<file path="src/rtl/nanprop_pkg.sv">
package nanprop_pkg;

  typedef enum logic [1:0] {
    CLS_NUM  = 2'd0,
    CLS_QNAN = 2'd1,
    CLS_SNAN = 2'd2
  } opClass_e;

  typedef enum logic [1:0] {
    POL_SIG_FIRST = 2'd0,
    POL_A_FIRST   = 2'd1,
    POL_ORDERED   = 2'd2,
    POL_MAGNITUDE = 2'd3
  } policy_e;

  // datapath -> control: operand facts
  typedef struct packed {
    opClass_e clsA;
    opClass_e clsB;
    logic     aLarger;
  } opInfo_t;

  // control -> datapath: selection strobes
  typedef struct packed {
    logic pickB;
    logic silence;
    logic useDefault;
  } selStrobe_t;

endpackage

</file>
<file path="src/rtl/nanprop_classify.sv">
module nanprop_classify
  import nanprop_pkg::*;
#(
  parameter int EXP_W  = 11,
  parameter int FRAC_W = 52,
  localparam int W     = 1 + EXP_W + FRAC_W
) (
  input  logic [W-1:0] operand,
  input  logic         polInv,
  output opClass_e     cls
);

  logic expAll;
  logic fracNz;
  logic quietBit;

  assign expAll   = &operand[W-2:FRAC_W];
  assign fracNz   = |operand[FRAC_W-1:0];
  assign quietBit = operand[FRAC_W-1] ^ polInv;

  always_comb begin
    if (!expAll || !fracNz) cls = CLS_NUM;
    else if (quietBit)      cls = CLS_QNAN;
    else                    cls = CLS_SNAN;
  end

endmodule

</file>
<file path="src/rtl/nanprop_datapath.sv">
module nanprop_datapath
  import nanprop_pkg::*;
#(
  parameter int EXP_W  = 11,
  parameter int FRAC_W = 52,
  localparam int W     = 1 + EXP_W + FRAC_W,
  localparam int NOPS  = 2
) (
  input  logic         clk,
  input  logic         rst_n,
  input  logic         inValid,
  input  logic [W-1:0] opA,
  input  logic [W-1:0] opB,
  input  logic         polInv,
  input  selStrobe_t   strobe,
  output opInfo_t      info,
  output logic [W-1:0] result
);

  logic [W-1:0] ops [NOPS];
  opClass_e     cls [NOPS];

  assign ops[0] = opA;
  assign ops[1] = opB;

  for (genvar i = 0; i < NOPS; i++) begin : g_cls
    nanprop_classify #(.EXP_W(EXP_W), .FRAC_W(FRAC_W)) u_cls (
      .operand(ops[i]),
      .polInv (polInv),
      .cls    (cls[i])
    );
  end

  // magnitude ordering with sign tie-break (positive wins on equality)
  logic [W-2:0] magA, magB;
  logic         aLarger;
  assign magA    = opA[W-2:0];
  assign magB    = opB[W-2:0];
  assign aLarger = (magA > magB) || ((magA == magB) && (opA < opB));

  assign info = '{clsA: cls[0], clsB: cls[1], aLarger: aLarger};

  // canonical NaN for the current polarity
  logic [W-1:0] defNan;
  assign defNan = {1'b0, {EXP_W{1'b1}}, ~polInv, {(FRAC_W-1){polInv}}};

  logic [W-1:0] chosen;
  logic [W-1:0] nextResult;
  logic [W-1:0] quietMask;

  assign chosen    = strobe.pickB ? opB : opA;
  assign quietMask = {{(EXP_W+1){1'b0}}, 1'b1, {(FRAC_W-1){1'b0}}};

  always_comb begin
    if (strobe.useDefault || (strobe.silence && polInv))
      nextResult = defNan;
    else if (strobe.silence)
      nextResult = chosen | quietMask;
    else
      nextResult = chosen;
  end

  always_ff @(posedge clk) begin
    if (!rst_n)       result <= '0;
    else if (inValid) result <= nextResult;
  end

  // result signaling-check under previous polarity
  logic resIsNan;
  logic resQuietBit;
  logic pastPol;
  always_ff @(posedge clk) begin
    if (!rst_n) pastPol <= 1'b0;
    else        pastPol <= polInv;
  end
  assign resIsNan    = (&result[W-2:FRAC_W]) && (|result[FRAC_W-1:0]);
  assign resQuietBit = result[FRAC_W-1] ^ pastPol;

  p_result_quiet_nan_r8: assert property (@(posedge clk) disable iff (!rst_n)
    (inValid && ((cls[0] != CLS_NUM) || (cls[1] != CLS_NUM)))
      |=> (resIsNan && resQuietBit));

  p_result_hold_r11: assert property (@(posedge clk) disable iff (!rst_n)
    !inValid |=> $stable(result));

  p_default_nan_r10: assert property (@(posedge clk) disable iff (!rst_n)
    (inValid && strobe.useDefault) |=> (result == $past(defNan)));

endmodule

</file>
<file path="src/rtl/nanprop_ctrl.sv">
module nanprop_ctrl
  import nanprop_pkg::*;
(
  input  logic       clk,
  input  logic       rst_n,
  input  logic       inValid,
  input  logic [1:0] policySel,
  input  logic       useFirst,
  input  logic       defaultNanMode,
  input  opInfo_t    info,
  output selStrobe_t strobe,
  output logic       outValid,
  output logic       invalidFlag,
  output logic       protocolErr
);

  logic aS, aQ, aN, bS, bQ, bN;
  assign aS = (info.clsA == CLS_SNAN);
  assign aQ = (info.clsA == CLS_QNAN);
  assign aN = aS || aQ;
  assign bS = (info.clsB == CLS_SNAN);
  assign bQ = (info.clsB == CLS_QNAN);
  assign bN = bS || bQ;

  logic pickB;

  always_comb begin
    pickB = 1'b0;
    case (policy_e'(policySel))
      POL_SIG_FIRST: begin
        if (aS)      pickB = 1'b0;
        else if (bS) pickB = 1'b1;
        else if (aQ) pickB = 1'b0;
        else         pickB = 1'b1;
      end
      POL_A_FIRST: pickB = !aN;
      POL_ORDERED: begin
        if (useFirst) pickB = !aN;
        else          pickB = bN;
      end
      POL_MAGNITUDE: begin
        if (aS) begin
          if (bS)      pickB = !info.aLarger;
          else         pickB = bQ;
        end else if (aQ) begin
          if (bQ)      pickB = !info.aLarger;
          else         pickB = 1'b0;
        end else begin
          pickB = 1'b1;
        end
      end
      default: pickB = 1'b0;
    endcase
  end

  assign strobe = '{pickB: pickB,
                    silence: pickB ? bS : aS,
                    useDefault: defaultNanMode};

  always_ff @(posedge clk) begin
    if (!rst_n) begin
      outValid    <= 1'b0;
      invalidFlag <= 1'b0;
      protocolErr <= 1'b0;
    end else begin
      outValid    <= inValid;
      invalidFlag <= inValid && (aS || bS);
      protocolErr <= inValid && !aN && !bN;
    end
  end

  p_strobe_to_valid_r11: assert property (@(posedge clk) disable iff (!rst_n)
    inValid |=> outValid);

  p_flags_need_valid_r11: assert property (@(posedge clk) disable iff (!rst_n)
    !outValid |-> (!invalidFlag && !protocolErr));

  p_invalid_on_snan_r2: assert property (@(posedge clk) disable iff (!rst_n)
    (inValid && ((info.clsA == CLS_SNAN) || (info.clsB == CLS_SNAN))) |=> invalidFlag);

  p_no_nan_flag_r12: assert property (@(posedge clk) disable iff (!rst_n)
    (inValid && (info.clsA == CLS_NUM) && (info.clsB == CLS_NUM))
      |=> (protocolErr && !invalidFlag));

endmodule

</file>
<file path="src/rtl/nanprop_sel.sv">
module nanprop_sel
  import nanprop_pkg::*;
#(
  parameter int EXP_W  = 11,
  parameter int FRAC_W = 52,
  localparam int W     = 1 + EXP_W + FRAC_W
) (
  input  logic         clk,
  input  logic         rst_n,
  input  logic         inValid,
  input  logic [W-1:0] opA,
  input  logic [W-1:0] opB,
  input  logic [1:0]   policySel,
  input  logic         useFirst,
  input  logic         defaultNanMode,
  input  logic         snanPolarityInv,
  output logic         outValid,
  output logic [W-1:0] result,
  output logic         invalidFlag,
  output logic         protocolErr
);

  opInfo_t    info;
  selStrobe_t strobe;

  nanprop_datapath #(.EXP_W(EXP_W), .FRAC_W(FRAC_W)) u_dp (
    .clk    (clk),
    .rst_n  (rst_n),
    .inValid(inValid),
    .opA    (opA),
    .opB    (opB),
    .polInv (snanPolarityInv),
    .strobe (strobe),
    .info   (info),
    .result (result)
  );

  nanprop_ctrl u_ctrl (
    .clk           (clk),
    .rst_n         (rst_n),
    .inValid       (inValid),
    .policySel     (policySel),
    .useFirst      (useFirst),
    .defaultNanMode(defaultNanMode),
    .info          (info),
    .strobe        (strobe),
    .outValid      (outValid),
    .invalidFlag   (invalidFlag),
    .protocolErr   (protocolErr)
  );

endmodule

</file>
<file path="config.mk">
export PLATFORM = sky130hd
export DESIGN_NAME = nanprop_sel
export DESIGN_NICKNAME = d
export VERILOG_FILES = /design/src/rtl/nanprop_pkg.sv /design/src/rtl/nanprop_classify.sv /design/src/rtl/nanprop_datapath.sv /design/src/rtl/nanprop_ctrl.sv /design/src/rtl/nanprop_sel.sv
export SDC_FILE = /design/constraint.sdc
export NUM_CORES = 1
export LEC_CHECK = 0
export ABC_CLOCK_PERIOD_IN_PS = 8220
export BUFFER_PORTS_ARGS = -buffer_cell sky130_fd_sc_hd__buf_2
export CORE_MARGIN = 2
export CORE_UTILIZATION = 55
export DETAILED_ROUTE_END_ITERATION = 8
export PLACE_DENSITY = 0.93
export SYNTH_ARGS = -nofsm -noshare
export SYNTH_HDL_FRONTEND = slang
export SYNTH_SLANG_ARGS = --single-unit
export TNS_END_PERCENT = 10
</file>
<file path="constraint.sdc">
create_clock -name clk -period 8.22 [get_ports clk]
set_clock_uncertainty 0.15 [all_clocks]
set_input_delay 0 -clock clk [delete_from_list [all_inputs] [get_ports clk]]
set_output_delay 0 -clock clk [all_outputs]
set_load 0.02 [all_outputs]
</file>
==> results of run 1 <==
[sequential cells by signal, summed over array words and instances (netlist names)]
register	flops
u_dp.result	64
u_ctrl.outValid	1
u_ctrl.invalidFlag	1
u_ctrl.protocolErr	1
[critical path: cells and delay by family]
kind	cells	cell delay (ns)
AO/OA/AOI/OAI	5	1.08
adder cells (fa/ha/maj)	1	0.32
buffers and inverters	5	2.22
multiplexers	1	0.22
AND/OR/NAND/NOR	4	1.22
[Yosys cell counts, types with 2 or more instances]
cell type  number
a211o_1        51
a211oi_1        2
a21o_1          9
a21oi_1        31
a221o_1         3
a221oi_1        2
a31oi_1        64
a32o_1          3
and2_1          3
and3_1          4
buf_2          11
buf_4           2
buf_6           3
clkbuf_1       35
dfxtp_1        67
ha_1           64
inv_1          69
mux2i_1        64
nand2_1        21
nand2b_1        2
nand3_1        24
nand4_1        20
nor2_1          7
nor2b_1         5
nor3_1          7
nor3b_1         2
nor4_1         31
o211ai_1        6
o21ai_0        72
o22ai_1         2
xnor2_1         2
[layout by cell type, fill, tap and decap left out, types with 9 or more instances in the layout]
| cell | Yosys | layout |
|---|---|---|
| nor4_1 | 31 | 31 |
| mux2i_1 | 64 | 64 |
| buf_2 | 11 | 201 |
| clkbuf_8 | 0 | 11 |
| dlygate4sd3_1 | 0 | 112 |
| o21ai_0 | 72 | 72 |
| dfxtp_1 | 67 | 67 |
| ha_1 | 64 | 64 |
| inv_1 | 69 | 69 |
| nand2_1 | 21 | 21 |
| a211o_1 | 51 | 51 |
| a31oi_1 | 64 | 64 |
| a21o_1 | 9 | 9 |
| nand4_1 | 20 | 20 |
| a21oi_1 | 31 | 31 |
| nand3_1 | 24 | 24 |
[metal layers]
metal  part of all wire (%)  track usage (%)
met5                      0                0
met4                    6.5            24.53
met3                    9.7            9.626
met2                     48            66.64
met1                     36            42.30
[cell families after synthesis]
| kind of cell | count (synthesis) | share of synthesized area (%) |
|---|---|---|
| xor gates and xnor gates | 2 | 0.3065 |
| muxes | 66 | 11.80 |
| buffers and inverters | 121 | 8.711 |
| AOI/OAI and AO/OA | 253 | 29.09 |
| and+or+nand+nor | 131 | 12.63 |
| DFF | 67 | 23.46 |
| adders and majority gates | 64 | 14.01 |
[worst paths after layout]
kind | start | cells after the start | end
max | opB[43] | 16 | u_dp.result[36]$_SDFFE_PN0P_
min | opB[21] | 4 | u_dp.result[21]$_SDFFE_PN0P_
max reg2reg | u_dp.result[36]$_SDFFE_PN0P_ | 2 | u_dp.result[36]$_SDFFE_PN0P_
min reg2reg | u_dp.result[40]$_SDFFE_PN0P_ | 2 | u_dp.result[40]$_SDFFE_PN0P_
[through the flow]
step	instance area [µm²]	instances	setup slack (ns)	hold slack [ns]	util, %
6_report	8021	1122	3.213	0.003822	78.76
3_5_place_dp	6706	995	4.248	0.2073	65.85
5_1_grt	8021	1122	3.149	0.02446	78.76
2_1_floorplan	5717	704	5.405	0.06580	-
4_1_cts	8021	1122	3.514	0.004891	78.76
3_3_place_gp	6706	995	4.277	0.1988	65.85
[timing repair]
item | in CTS | in global routing
buffers inserted | 0 | 0
endpoints found under the hold margin | 58 | 0
resized for setup | 0 | 0
hold buffers | 112 | 0
[cell type report]
cell class              count  area, µm²  share of cell area (%)
well taps                 136      170.2                   2.121
clock inverters             2      35.03                  0.4367
inverters                  69      259.0                   3.229
clock buffers              13      158.9                   1.981
multi-input cells         516       3885                   48.43
flip-flops and latches     67       1341                   16.72
repair buffers            319       2172                   27.08
[power by group through the flow]
| stage | Clock [mW] | Sequential, mW | Combinational, mW |
|---|---|---|---|
| after floorplan | 0 | 0.395 | 0.153 |
| after global placement | 0 | 0.366 | 0.285 |
| after detailed placement | 0 | 0.366 | 0.291 |
| after CTS | 0.284 | 0.359 | 0.341 |
| after global routing | 0.299 | 0.362 | 0.387 |
| final | 0.289 | 0.360 | 0.363 |
==> impl_metrics.csv, run 1 <==
group,metric,value,unit
cts,tritoncts,"yes",
synthesis,avgSynthCellArea,8.120,µm²
placement,gp_congestion,0.8567,
timing,finalSetupTns,0,ns
synthesis,yosysTopAreaCellShare,23.46,%
run,cap_viol_max_count,0,
pwr,leakagePower,4.143,nW
timing,hold_violations,0,
floorplanning,io_pins,203,
floorplanning,rows,37,
detailed_routing,ant_nets,0,
critical_path,crit_fanout,66,
layout,syn2layout_area_growth,40.32,%
detailed_routing,dr_total_vias,7330,
cts,ctsRootBufferMaster,"clkbuf_8",
timing,finalSetupViolCount,0,
synthesis,yosysWarningCount,0,
synthesis,ys_types,47,
floorplanning,dieArea,11230,µm²
synthesis,synth_edf_count,0,
cts,cts-htree-levels,3,
global_routing,antenna_found_initial,0,
floorplanning,start_util,56.13,%
timing,tightest_slew,1.156,ns
pwr,p_switching,0.3485,mW
cts,clk_path_buf_depth,2,
critical_path,cp.required,8.36,ns
timing,timing.final.crit_share,60.92,%
cts,clock-sinks,67,
global_routing,grt_pass1_vias,7164,
cts,cts_buffers,9,
pwr,total_power,1.013,mW
pwr,p_per_area,126.2,nW/µm²
pwr,vdd_drop_max,0.00007920,V
synthesis,yosysTopAreaCell,"dfxtp_1",
floorplanning,die_x,106.0,µm
layout,nFillCells,686,
critical_path,cp-end-kind,"flip-flop",
worst_hold_path,min_path_type,"in2reg",
synthesis,ys_seq_elements,67,
critical_path,cp_slowest_cell,"buf_4",
pwr,intPower,0.6642,mW
synthesis,synth_area,5717,µm²
synthesis,syn-num-nets,904,
pwr,combPwrFrac,35.9,%
global_routing,grt_overflow,0,
critical_path,worstPathArrival,5.15,ns
critical_path,cp-start-kind,"input port",
critical_path,worstSetupPathType,"in2reg",
timing,period_minus_slack,5.007,ns
timing,maxSlewViolCount,0,
critical_path,reg2reg_setup_slack,7.20,ns
critical_path,worstPathCellList,"dlygate4sd3_1 > buf_2 > inv_1 > ha_1 > nand4_1 > nor4_1 > nand4_1 > or2_1 > o211ai_1 > a211oi_2 > a31oi_4 > buf_4 > mux2i_1 > dlygate4sd3_1 > a211o_1 > a31oi_1",
placement,hpwl,13220,µm
timing,fmax,199.7,MHz
detailed_routing,wirelength,22580,µm
synthesis,synthFlopType,"dfxtp_1",
detailed_routing,drc,0,
global_routing,grt_pass1_wl,34880,µm
layout,final_layout_size_suffix_gt1_share,22.92,%
synthesis,yosysSeqAreaShare,23.46,%
floorplanning,fp.coreArea,10180,µm²
synthesis,async_reset_ff_share,0,%
timing,rsz0062_at_grt,"false",
detailed_routing,first_iter_violations,595,
floorplanning,die_h,106.0,µm
placement,portBuffers,202,
timing,relSlewSlack,22.96,%
layout,diodes,0,
cts,clock_latency,0.37,ns
detailed_routing,firstDrtPassIters,7,
synthesis,synth_area_leaders,"dfxtp_1 (23%), ha_1 (14%), mux2i_1 (11%)",
cts,clk_pin_slew_worst_paths,0.08,ns
pwr,swShare,34.41,%
detailed_routing,via_per_inst,6.533,
critical_path,critPathMaxStageDelay,0.88,ns
detailed_routing,post_drt_wl_per_cell,20.13,µm
layout,nets,1182,
global_routing,grt_usage,38.64,%
run_status,status,"finished clean",
global_routing,grt_start_max_net_pins,128,
pwr,p_clk_share,28.5,%
pwr,p_seq_share,35.6,%
synthesis,syn_inst,704,
Power figures use the tool's default switching activity.
==> run 2: changes to the inputs <==
--- a/config.mk
+++ b/config.mk
@@ -5,12 +5,12 @@
 export SDC_FILE = /design/constraint.sdc
 export NUM_CORES = 1
 export LEC_CHECK = 0
-export ABC_CLOCK_PERIOD_IN_PS = 8220
+export ABC_CLOCK_PERIOD_IN_PS = 4000
 export BUFFER_PORTS_ARGS = -buffer_cell sky130_fd_sc_hd__buf_2
 export CORE_MARGIN = 2
-export CORE_UTILIZATION = 55
+export CORE_UTILIZATION = 46
 export DETAILED_ROUTE_END_ITERATION = 8
-export PLACE_DENSITY = 0.93
+export PLACE_DENSITY = 0.84
 export SYNTH_ARGS = -nofsm -noshare
 export SYNTH_HDL_FRONTEND = slang
 export SYNTH_SLANG_ARGS = --single-unit
==> constraint.sdc (replaced) <==
create_clock -name clk -period 4 [get_ports clk]
set_clock_uncertainty 0.15 [all_clocks]
set_input_delay 0 -clock clk [delete_from_list [all_inputs] [get_ports clk]]
set_output_delay 0 -clock clk [all_outputs]
set_load 0.02 [all_outputs]
==> run 2 against run 1 <==
Worst setup slack got worse by 3.1 ns. Die area increased by 19%. Critical path depth decreased by 2. First-iteration DRC count increased by 26%. Critical path type unchanged.
==> impl_metrics.csv, run 2 (synthesis gave the netlist of run 1 again) <==
group,metric,value,unit
run_status,status,"finished clean",
timing,relSlewSlack,31.35,%
placement,portBuffers,202,
floorplanning,die_x,115.5,µm
global_routing,grt_overflow,0,
timing,hold_violations,0,
timing,finalSetupViolCount,0,
layout,top_register,"u_dp.result",
placement,hpwl,14090,µm
timing,fmax,255.6,MHz
floorplanning,io_pins,203,
global_routing,grt_pass1_vias,6507,
detailed_routing,post_drt_wl_per_cell,18.56,µm
timing,period_minus_slack,3.912,ns
floorplanning,start_util,47.40,%
timing,finalSetupTns,0,ns
detailed_routing,drc,0,
critical_path,worstSetupPathType,"in2reg",
cts,ctsRootBufferMaster,"clkbuf_16",
layout,final_common_cell,"buf_2",
layout,largest_reg_flops,64,
cts,clock_latency,0.35,ns
layout,diodes,0,
global_routing,antenna_found_initial,0,
critical_path,cp.required,4.12,ns
detailed_routing,wirelength,21310,µm
timing,timing.final.crit_share,97.79,%
global_routing,grt_start_max_net_pins,128,
placement,dpl.cell_count,1030,
floorplanning,die_h,115.5,µm
layout,final_layout_size_suffix_gt1_share,24.90,%
critical_path,worstPathCellList,"dlygate4sd3_1 > buf_2 > nor4_1 > nand4_1 > nor4_1 > nor2_1 > a32o_1 > a31oi_4 > buf_4 > buf_8 > mux2i_1 > dlygate4sd3_1 > a211o_1 > a31oi_1",
detailed_routing,via_per_inst,6.009,
detailed_routing,firstDrtPassIters,7,
critical_path,worstPathArrival,4.03,ns
run,cap_viol_max_count,0,
global_routing,grt_pass1_wl,31820,µm
floorplanning,fp.coreArea,12060,µm²
cts,clock-sinks,67,
critical_path,cp_slowest_cell,"dlygate4sd3_1",
timing,tightest_slew,1.030,ns
worst_hold_path,min_path_type,"in2reg",
layout,final_cell_mix,"buf_2 (201), dlygate4sd3_1 (95), o21ai_0 (72)",
layout,nets,1175,
critical_path,cp-start-kind,"input port",
floorplanning,dieArea,13340,µm²
layout,stdcell_count,1148,
detailed_routing,dr_total_vias,6898,
detailed_routing,first_iter_violations,752,
critical_path,cp-end-kind,"flip-flop",
cts,cts_buffers,9,
layout,syn2layout_area_growth,42.68,%
cts,clk_pin_slew_worst_paths,0.05,ns
critical_path,crit_fanout,16,
cts,cts-htree-levels,3,
pwr,leakagePower,4.187,nW
pwr,total_power,2.218,mW
pwr,vdd_drop_max,0.0002013,V
detailed_routing,ant_nets,0,
placement,gp_congestion,0.8922,
global_routing,grt_usage,30.27,%
timing,maxSlewViolCount,0,
floorplanning,rows,40,
cts,clk_path_buf_depth,2,
layout,nFillCells,974,
pwr,p_per_area,272.0,nW/µm²
cts,tritoncts,"yes",
critical_path,critPathMaxStageDelay,0.57,ns
-- run 2: changes by cell type in the layout (fill, tap and decap cells not counted), sizes merged --
cell / previous run / this run
dlygate4sd3: 112 / 95
clkinv: 1 / 2
clkbuf: 13 / 15
bufinv: 1 / 0
buf: 207 / 216
-- run 2: path summary, 6_finish.rpt --
path                                      from                      endpoint  slack, ns  depth (start not counted)
hold reg to reg   u_dp.result[17]$_SDFFE_PN0P_  u_dp.result[17]$_SDFFE_PN0P_       0.39                          2
setup reg to reg  u_dp.result[28]$_SDFFE_PN0P_  u_dp.result[28]$_SDFFE_PN0P_       2.56                          3
setup / recovery                        opA[0]  u_dp.result[32]$_SDFFE_PN0P_       0.09                         14
hold / removal                         opA[15]  u_dp.result[15]$_SDFFE_PN0P_      0.005                          4
-- run 2: routing by layer --
layer  track usage [%]  vias to the layer above  routed length [µm]  part of all wire (%)
met4             14.46                        0                 670                   3.1
met5                 0                        -                   0                     0
li1                  -                     3235                   -                     -
met3             6.956                       63                1739                   8.2
met2             50.21                      363               10090                    47
met1             37.12                     3237                8807                    41
-- run 2: power by group --
group	total [mW]	internal [mW]	leakage, nW	switching (mW)
sequential	0.740	0.717	0.557	0.0224
combinational	0.726	0.322	3.49	0.403
clock	0.753	0.452	0.137	0.301
-- run 2: final cells by class --
type / instances / area, µm² / share of cell area, %
Timing Repair Buffer: 312 / 2138 / 26.22
Inverter: 69 / 259.0 / 3.175
Clock inverter: 2 / 10.01 / 0.1227
Sequential cell: 67 / 1341 / 16.44
Clock buffer: 14 / 264.0 / 3.237
Multi-Input combinational cell: 516 / 3934 / 48.23
Tap cell: 168 / 210.2 / 2.577
-- run 2: critical path, delay by kind of cell --
| kind | cells | cell delay, ns |
|---|---|---|
| buf+inv | 5 | 1.67 |
| simple gates | 4 | 1.29 |
| compound gates | 4 | 0.95 |
| mux | 1 | 0.11 |
-- run 2: metrics by stage --
| step | setup slack [ns] | utilization [%] | hold slack (ns) | area [µm²] |
|---|---|---|---|---|
| CTS | 0.01224 | 66.48 | 0.000003719 | 8019 |
| global route | -0.03478 | 67.62 | 0.01670 | 8157 |
| finish | 0.08831 | 67.62 | 0.004910 | 8157 |
| global placement | 0.4538 | 56.33 | 0.2066 | 6794 |
| detailed placement | 0.3191 | 56.33 | 0.2145 | 6794 |
| floorplan | 1.185 | - | 0.06580 | 5717 |
-- run 2: repair_timing --
item,CTS,global route
endpoints found under the setup margin,0,41
resized for setup,0,18
endpoints found under the hold margin,53,0
buffers inserted,0,5
hold buffers,95,0
